==> src/rtl/gpio_edge_pkg.sv <==
package gpio_edge_pkg;
  localparam int NBANK  = 4;
  localparam int BANK_W = 32;
  localparam int NPINS  = NBANK * BANK_W;
  localparam int BANK_SEL_W = $clog2(NBANK);
  typedef logic [BANK_W-1:0] bank_word_t;
  localparam logic [NPINS-1:0] DEFAULT_WAKE =
    {32'h0012007F, 32'hEC080000, 32'h002001FC, 32'h8003FE1B};
endpackage

==> src/rtl/gpio_edge_bank.sv <==
module gpio_edge_bank
  import gpio_edge_pkg::*;
#(
  parameter int W = BANK_W
) (
  input  logic         clk,
  input  logic         rst_n,
  input  logic [W-1:0] pin_i,
  input  logic [W-1:0] dir_i,
  input  logic [W-1:0] rise_en_i,
  input  logic [W-1:0] fall_en_i,
  input  logic [W-1:0] clr_i,
  output logic [W-1:0] status_o,
  output logic [W-1:0] change_o
);
  logic [W-1:0] prev_q;
  logic [W-1:0] status_q, status_d;
  logic [W-1:0] rise_hit, fall_hit, edge_hit;

  always_comb begin
    change_o = pin_i ^ prev_q;
    rise_hit = pin_i & ~prev_q & rise_en_i;
    fall_hit = ~pin_i & prev_q & fall_en_i;
    edge_hit = (rise_hit | fall_hit) & ~dir_i;
    status_d = (status_q & ~clr_i) | edge_hit;
  end

  always_ff @(posedge clk or negedge rst_n) begin
    if (!rst_n) begin
      prev_q   <= '0;
      status_q <= '0;
    end else begin
      prev_q   <= pin_i;
      status_q <= status_d;
    end
  end

  assign status_o = status_q;


  out_pin_quiet_chk: assert property (@(posedge clk) disable iff (!rst_n)
    ((status_q & ~$past(status_q) & $past(dir_i)) == '0));

  sticky_hold_chk: assert property (@(posedge clk) disable iff (!rst_n)
    (($past(status_q) & ~$past(clr_i) & ~status_q) == '0));

  edge_wins_chk: assert property (@(posedge clk) disable iff (!rst_n)
    (($past(edge_hit) & ~status_q) == '0));
endmodule

==> src/rtl/gpio_irq_combine.sv <==
module gpio_irq_combine
  import gpio_edge_pkg::*;
#(
  parameter int N = NPINS
) (
  input  logic         clk,
  input  logic         rst_n,
  input  logic [N-1:0] status_i,
  output logic         irq0_o,
  output logic         irq1_o,
  output logic         irq_other_o
);
  logic irq0_d, irq1_d, other_d;
  logic irq0_q, irq1_q, other_q;

  always_comb begin
    irq0_d  = status_i[0];
    irq1_d  = status_i[1];
    other_d = |status_i[N-1:2];
  end

  always_ff @(posedge clk or negedge rst_n) begin
    if (!rst_n) begin
      irq0_q  <= 1'b0;
      irq1_q  <= 1'b0;
      other_q <= 1'b0;
    end else begin
      irq0_q  <= irq0_d;
      irq1_q  <= irq1_d;
      other_q <= other_d;
    end
  end

  assign irq0_o      = irq0_q;
  assign irq1_o      = irq1_q;
  assign irq_other_o = other_q;


  irq_pin0_track_chk: assert property (@(posedge clk) disable iff (!rst_n)
    irq0_o == $past(status_i[0]));

  irq_pin1_track_chk: assert property (@(posedge clk) disable iff (!rst_n)
    irq1_o == $past(status_i[1]));

  irq_other_track_chk: assert property (@(posedge clk) disable iff (!rst_n)
    irq_other_o == (|$past(status_i[N-1:2])));
endmodule

==> src/rtl/gpio_wake_gen.sv <==
module gpio_wake_gen
  import gpio_edge_pkg::*;
#(
  parameter int               N    = NPINS,
  parameter logic [N-1:0]     MASK = DEFAULT_WAKE
) (
  input  logic         clk,
  input  logic         rst_n,
  input  logic [N-1:0] change_i,
  input  logic [N-1:0] dir_i,
  input  logic         halted_i,
  output logic         wake_o
);
  logic wake_d, wake_q;

  always_comb begin
    wake_d = halted_i & (|(change_i & ~dir_i & MASK));
  end

  always_ff @(posedge clk or negedge rst_n) begin
    if (!rst_n) wake_q <= 1'b0;
    else        wake_q <= wake_d;
  end

  assign wake_o = wake_q;


  wake_needs_halt_chk: assert property (@(posedge clk) disable iff (!rst_n)
    wake_o |-> $past(halted_i));
endmodule

==> src/rtl/gpio_edge_irq.sv <==
module gpio_edge_irq
  import gpio_edge_pkg::*;
#(
  parameter logic [NPINS-1:0] WAKE_MASK = DEFAULT_WAKE
) (
  input  logic                  clk,
  input  logic                  rst_n,
  input  logic [NPINS-1:0]      pin_i,
  input  logic [NPINS-1:0]      dir_i,
  input  logic [NPINS-1:0]      rise_en_i,
  input  logic [NPINS-1:0]      fall_en_i,
  input  logic                  clr_valid,
  input  logic [BANK_SEL_W-1:0] clr_bank,
  input  logic [BANK_W-1:0]     clr_data,
  input  logic                  halted_i,
  output logic [NPINS-1:0]      status_o,
  output logic                  irq_pin0_o,
  output logic                  irq_pin1_o,
  output logic                  irq_other_o,
  output logic                  wake_o
);
  logic [NPINS-1:0] status_all;
  logic [NPINS-1:0] change_all;

  for (genvar b = 0; b < NBANK; b++) begin : g_bank
    localparam int LO = b * BANK_W;
    bank_word_t clr_b;
    always_comb begin
      clr_b = (clr_valid && (clr_bank == BANK_SEL_W'(b))) ? clr_data : '0;
    end
    gpio_edge_bank #(.W(BANK_W)) u_bank (
      .clk       (clk),
      .rst_n     (rst_n),
      .pin_i     (pin_i[LO +: BANK_W]),
      .dir_i     (dir_i[LO +: BANK_W]),
      .rise_en_i (rise_en_i[LO +: BANK_W]),
      .fall_en_i (fall_en_i[LO +: BANK_W]),
      .clr_i     (clr_b),
      .status_o  (status_all[LO +: BANK_W]),
      .change_o  (change_all[LO +: BANK_W])
    );
  end

  gpio_irq_combine #(.N(NPINS)) u_irq (
    .clk         (clk),
    .rst_n       (rst_n),
    .status_i    (status_all),
    .irq0_o      (irq_pin0_o),
    .irq1_o      (irq_pin1_o),
    .irq_other_o (irq_other_o)
  );

  gpio_wake_gen #(.N(NPINS), .MASK(WAKE_MASK)) u_wake (
    .clk      (clk),
    .rst_n    (rst_n),
    .change_i (change_all),
    .dir_i    (dir_i),
    .halted_i (halted_i),
    .wake_o   (wake_o)
  );

  assign status_o = status_all;


  reset_quiet_chk: assert property (@(posedge clk)
    !rst_n |-> (status_o == '0 && !irq_pin0_o && !irq_pin1_o && !irq_other_o && !wake_o));
endmodule

==> config.mk <==
export PLATFORM = sky130hd
export DESIGN_NAME = gpio_edge_irq
export DESIGN_NICKNAME = d
export VERILOG_FILES = /design/src/rtl/gpio_edge_pkg.sv /design/src/rtl/gpio_edge_bank.sv /design/src/rtl/gpio_irq_combine.sv /design/src/rtl/gpio_wake_gen.sv /design/src/rtl/gpio_edge_irq.sv
export SDC_FILE = /design/constraint.sdc
export NUM_CORES = 1
export LEC_CHECK = 0
export ABC_AREA = 0
export ABC_CLOCK_PERIOD_IN_PS = 3000
export CELL_PAD_IN_SITES_DETAIL_PLACEMENT = 2
export CELL_PAD_IN_SITES_GLOBAL_PLACEMENT = 2
export CORE_AREA = 2 2 264 266
export CTS_CLUSTER_SIZE = 8
export DETAILED_ROUTE_END_ITERATION = 10
export DIE_AREA = 0 0 266 268
export GPL_TIMING_DRIVEN = 0
export PLACE_DENSITY = 0.77
export SLEW_MARGIN = 20
export SYNTH_ARGS = -nofsm -noshare
export SYNTH_HDL_FRONTEND = slang
export SYNTH_SLANG_ARGS = --single-unit
==> constraint.sdc <==
create_clock -name clk -period 3 [get_ports clk]
set_input_delay 0.3 -clock clk [delete_from_list [all_inputs] [get_ports clk]]
set_output_delay 0.3 -clock clk [all_outputs]
set_load 0.01 [all_outputs]
==> summary.txt <==
Yosys
  – Synthesized area: 0.0118 sq mm
  – Post-synthesis sequential area ratio: 55.3%
  – Dominant cell type by area after synthesis: dfrtp_1
  – Cell variety after synth: 22
  – Post-synth top area share: 55.3%
  – Syn Nets: 1907
  – Syn avg cell area: 9.18 sq um
  – Ranking of synthesized cells by area: dfrtp_1 55%, nand2_1 11%, ha_1 7.9%, inv_1 5.3%, o21ai_1 5.1%
  – Synth Instances: 1283
  – Number of synthesized register bits: 260
  – Synth warn: 0

Drt
  – Initial DRC count: 458
  – Final Routed Wirelength: 71.9 mm
  – DRC Markers: 0
  – Drt wl/cell: 24.7 um
  – Via count: 12700
  – First-pass DRT Iterations: 6
  – Routed vias/inst: 4.36
  – Antenna Nets Post-Route: 0

Floorplan
  – Top Ports: 682
  – Die width: 266 um
  – Die area: 0.0713 sq mm
  – Initial Util: 17.3%
  – Die Y: 268 um
  – Total core area: 0.0682 sq mm
  – Rows: 96

Final layout
  – Layout cell share with drive strength beyond 1: 3.48%
  – Layout overhead on the synthesized area: 77.2%
  – Post-Route Utilization: 30.6%
  – Final net count: 2633
  – Post-route cell area: 0.0209 sq mm

Global routing
  – GRT overflow: 0
  – First-pass GRT wire length: 101 mm
  – Total track usage: 19.7%
  – Number of global-route vias before repair: 14900
  – Pin count of the biggest net entering global routing: 83
  – Initial antenna violation count: 17

Setup path
  – Critical Path Fanout Max: 3
  – Crit path capture type: flip-flop
  – R2r setup slk: 0.42 ns
  – CP startpoint: g_bank[1].u_bank.status_o[22]
  – CP Launch Type: flip-flop
  – CP Capture Point: u_irq.irq_other_o
  – R2r endpoint: u_irq.irq_other_o
  – R2r worst-path depth: 4
  – Reg-to-reg startpoint: g_bank[1].u_bank.status_o[22]
  – Arrival @ worst endpoint: 2.98 ns
  – Critical path data required time: 3.40 ns
  – Critical Setup Path Class: reg2reg

Pwr
  – Share of power burned in registers: 39.8%
  – Static leakage: 9.12 nW
  – Sw frac: 30.4%
  – Int Pwr: 0.00767 W
  – Clock Power Share: 36.0%
  – Switching pwr: 0.00335 W
  – Combinational Power Share: 24.2%
  – Total power per unit cell area: 528 mW/mm^2
  – Worst IR drop on VDD: 0.324 mV

Worst hold path
  – HP Class: in2reg

Timing
  – Slew @ Worst Pin: 1.08 ns
  – Max-slew headroom: 27.4%
  – Finish-stage setup viols: 0
  – Fmax: 0.388 GHz
  – Final Skew: 0.0243 ns
  – Final hold vios: 0
  – Final period utilization: 86.0%
  – RSZ-0062 raised after global routing: false
  – Slew Limit Fails: 0
  – Tmin final: 2.58 ns

Place
  – Port Buffers: 681
  – Cell Area, Placed: 0.0198 sq mm
  – Post-DP HPWL: 60.0 mm
  – Placer congestion estimate: 0.848

Clock tree
  – # clock sinks: 260
  – Inserted Clock Buffers: 38
  – Clk_lat worst skew: 0.55 ns
  – Worst-path clk slew: 0.05 ns
  – Total setup buffers inserted after CTS: 0
  – TritonCTS clock tree: yes
  – CTS max path bufs: 3
  – Clock root buffer master: clkbuf_16
  – H-tree level count: 2

Flow run
  – Max_cap viols: 0

Run status
  – Run status: finished clean
## worst min path at each step
stage	start	endpoint	cells past startpoint
CTS	pin_i[32]	g_bank[1].u_bank.prev_q[0]	1
floorplan	rst_n	g_bank[0].u_bank.prev_q[0]	0
detailed placement	rst_n	g_bank[3].u_bank.prev_q[8]	1
finish	pin_i[22]	g_bank[0].u_bank.prev_q[22]	1
global placement	g_bank[0].u_bank.status_o[0]	u_irq.irq0_o	0
global route	pin_i[32]	g_bank[1].u_bank.prev_q[0]	1
## cells in the mapped netlist
| cell type | count |
|---|---|
| o21a_1 | 1 |
| nor4_2 | 2 |
| buf_6 | 4 |
| ha_1 | 74 |
| a22oi_1 | 37 |
| dfrtp_1 | 260 |
| nand3_1 | 2 |
| o22ai_1 | 18 |
| nand2_1 | 348 |
| a31oi_1 | 91 |
| nor3_1 | 1 |
| inv_1 | 165 |
| nor3b_2 | 1 |
| nand4_1 | 8 |
| nor4_1 | 34 |
| o21ai_1 | 120 |
| and3_1 | 1 |
| buf_2 | 6 |
| buf_4 | 5 |
| nor2_1 | 95 |
| and3b_1 | 2 |
| o21ai_0 | 8 |
## timing repair
action                                  in CTS  in global routing
resized for setup                            0                  0
endpoints found under the hold margin       49                  0
hold buffers                                 1                  0
endpoints found under the setup margin       0                  0
## cells by family after synthesis
family | after synthesis | share of synthesized area [%]
AO/OA/AOI/OAI | 275 | 13.7
buffers and inverters | 180 | 6.22
AND/OR/NAND/NOR | 494 | 17.0
adder cells (fa/ha/maj) | 74 | 7.86
flip-flops | 260 | 55.3
## metal layers
layer,vias to the layer above,share of wire [%],wire length [um],global-route usage [%]
li1,5736,-,-,-
met2,512,52,37600,36.7
met1,6291,36,25600,20.2
met4,6,3.5,2510,7.35
met5,-,0.045,32,0
met3,115,8.6,6200,6.64
## sequential cells by signal, summed over array words and instances (netlist names)
| signal | flops |
|---|---|
| g_bank.u_bank.prev_q | 128 |
| u_irq.irq1_o | 1 |
| u_wake.wake_o | 1 |
| u_irq.irq_other_o | 1 |
| u_irq.irq0_o | 1 |
| g_bank.u_bank.status_o | 128 |
## area by class of cell
cell class | count | area (sq um)
flip-flops and latches | 260 | 6510
clock inverters | 3 | 33.8
clock buffers | 42 | 966
fillers | 7600 | 47400
well taps | 882 | 1100
multi-input cells | 843 | 4570
repair buffers | 686 | 6920
inverters | 165 | 619
diodes | 9 | 22.5
plain buffers | 15 | 113
## power by group through the flow
stage | registers, W | logic, W | clock network (W)
finish | 0.00439 | 0.00267 | 0.00397
CTS | 0.00440 | 0.00272 | 0.00412
detailed placement | 0.00445 | 0.00269 | 0
floorplan | 0.00442 | 0.000515 | 0
global placement | 0.00442 | 0.00260 | 0
global route | 0.00445 | 0.00289 | 0.00422
## cells in the final DEF (no fill, tap or decap)
cell	netlist	routed
buf_16	0	3
nand2_1	348	348
nand4_1	8	8
clkinv_8	0	1
clkbuf_1	0	4
nand3_1	2	2
dfrtp_1	260	260
ha_1	74	74
and3_1	1	1
o21a_1	1	1
dlygate4sd3_1	0	1
diode_2	0	9
and3b_1	2	2
nor3b_2	1	1
o21ai_1	120	120
nor2_1	95	95
buf_4	5	6
inv_6	0	2
nor4_2	2	8
clkdlybuf4s50_1	0	680
a31oi_1	91	91
inv_1	165	165
nor4_1	34	28
clkbuf_16	0	38
buf_8	0	1
buf_6	4	4
o21ai_0	8	8
o22ai_1	18	18
a22oi_1	37	37
nor3_1	1	1
buf_2	6	6
## per-stage QoR
stage	cells	total power [W]	setup TNS (ns)	hold WS, ns	worst slack, ns
finish	2905	0.0110	0	0.250	0.421
global route	2902	0.0116	0	0.220	0.316
CTS	2896	0.0112	0	0.203	0.356
detailed placement	2850	0.00714	0	0.254	0.354
global placement	2846	0.00701	-2850.34	0.439	-11.01
floorplan	1283	0.00493	0	0.00441	1.69
## worst max-delay path: stages, from the launching register on
cell	delay (ns)
dfrtp_1	0.43
nor4_1	0.71
nand4_1	0.45
nor4_1	0.70
nand2_1	0.13
Note: power is estimated with default switching activity, not from simulation.
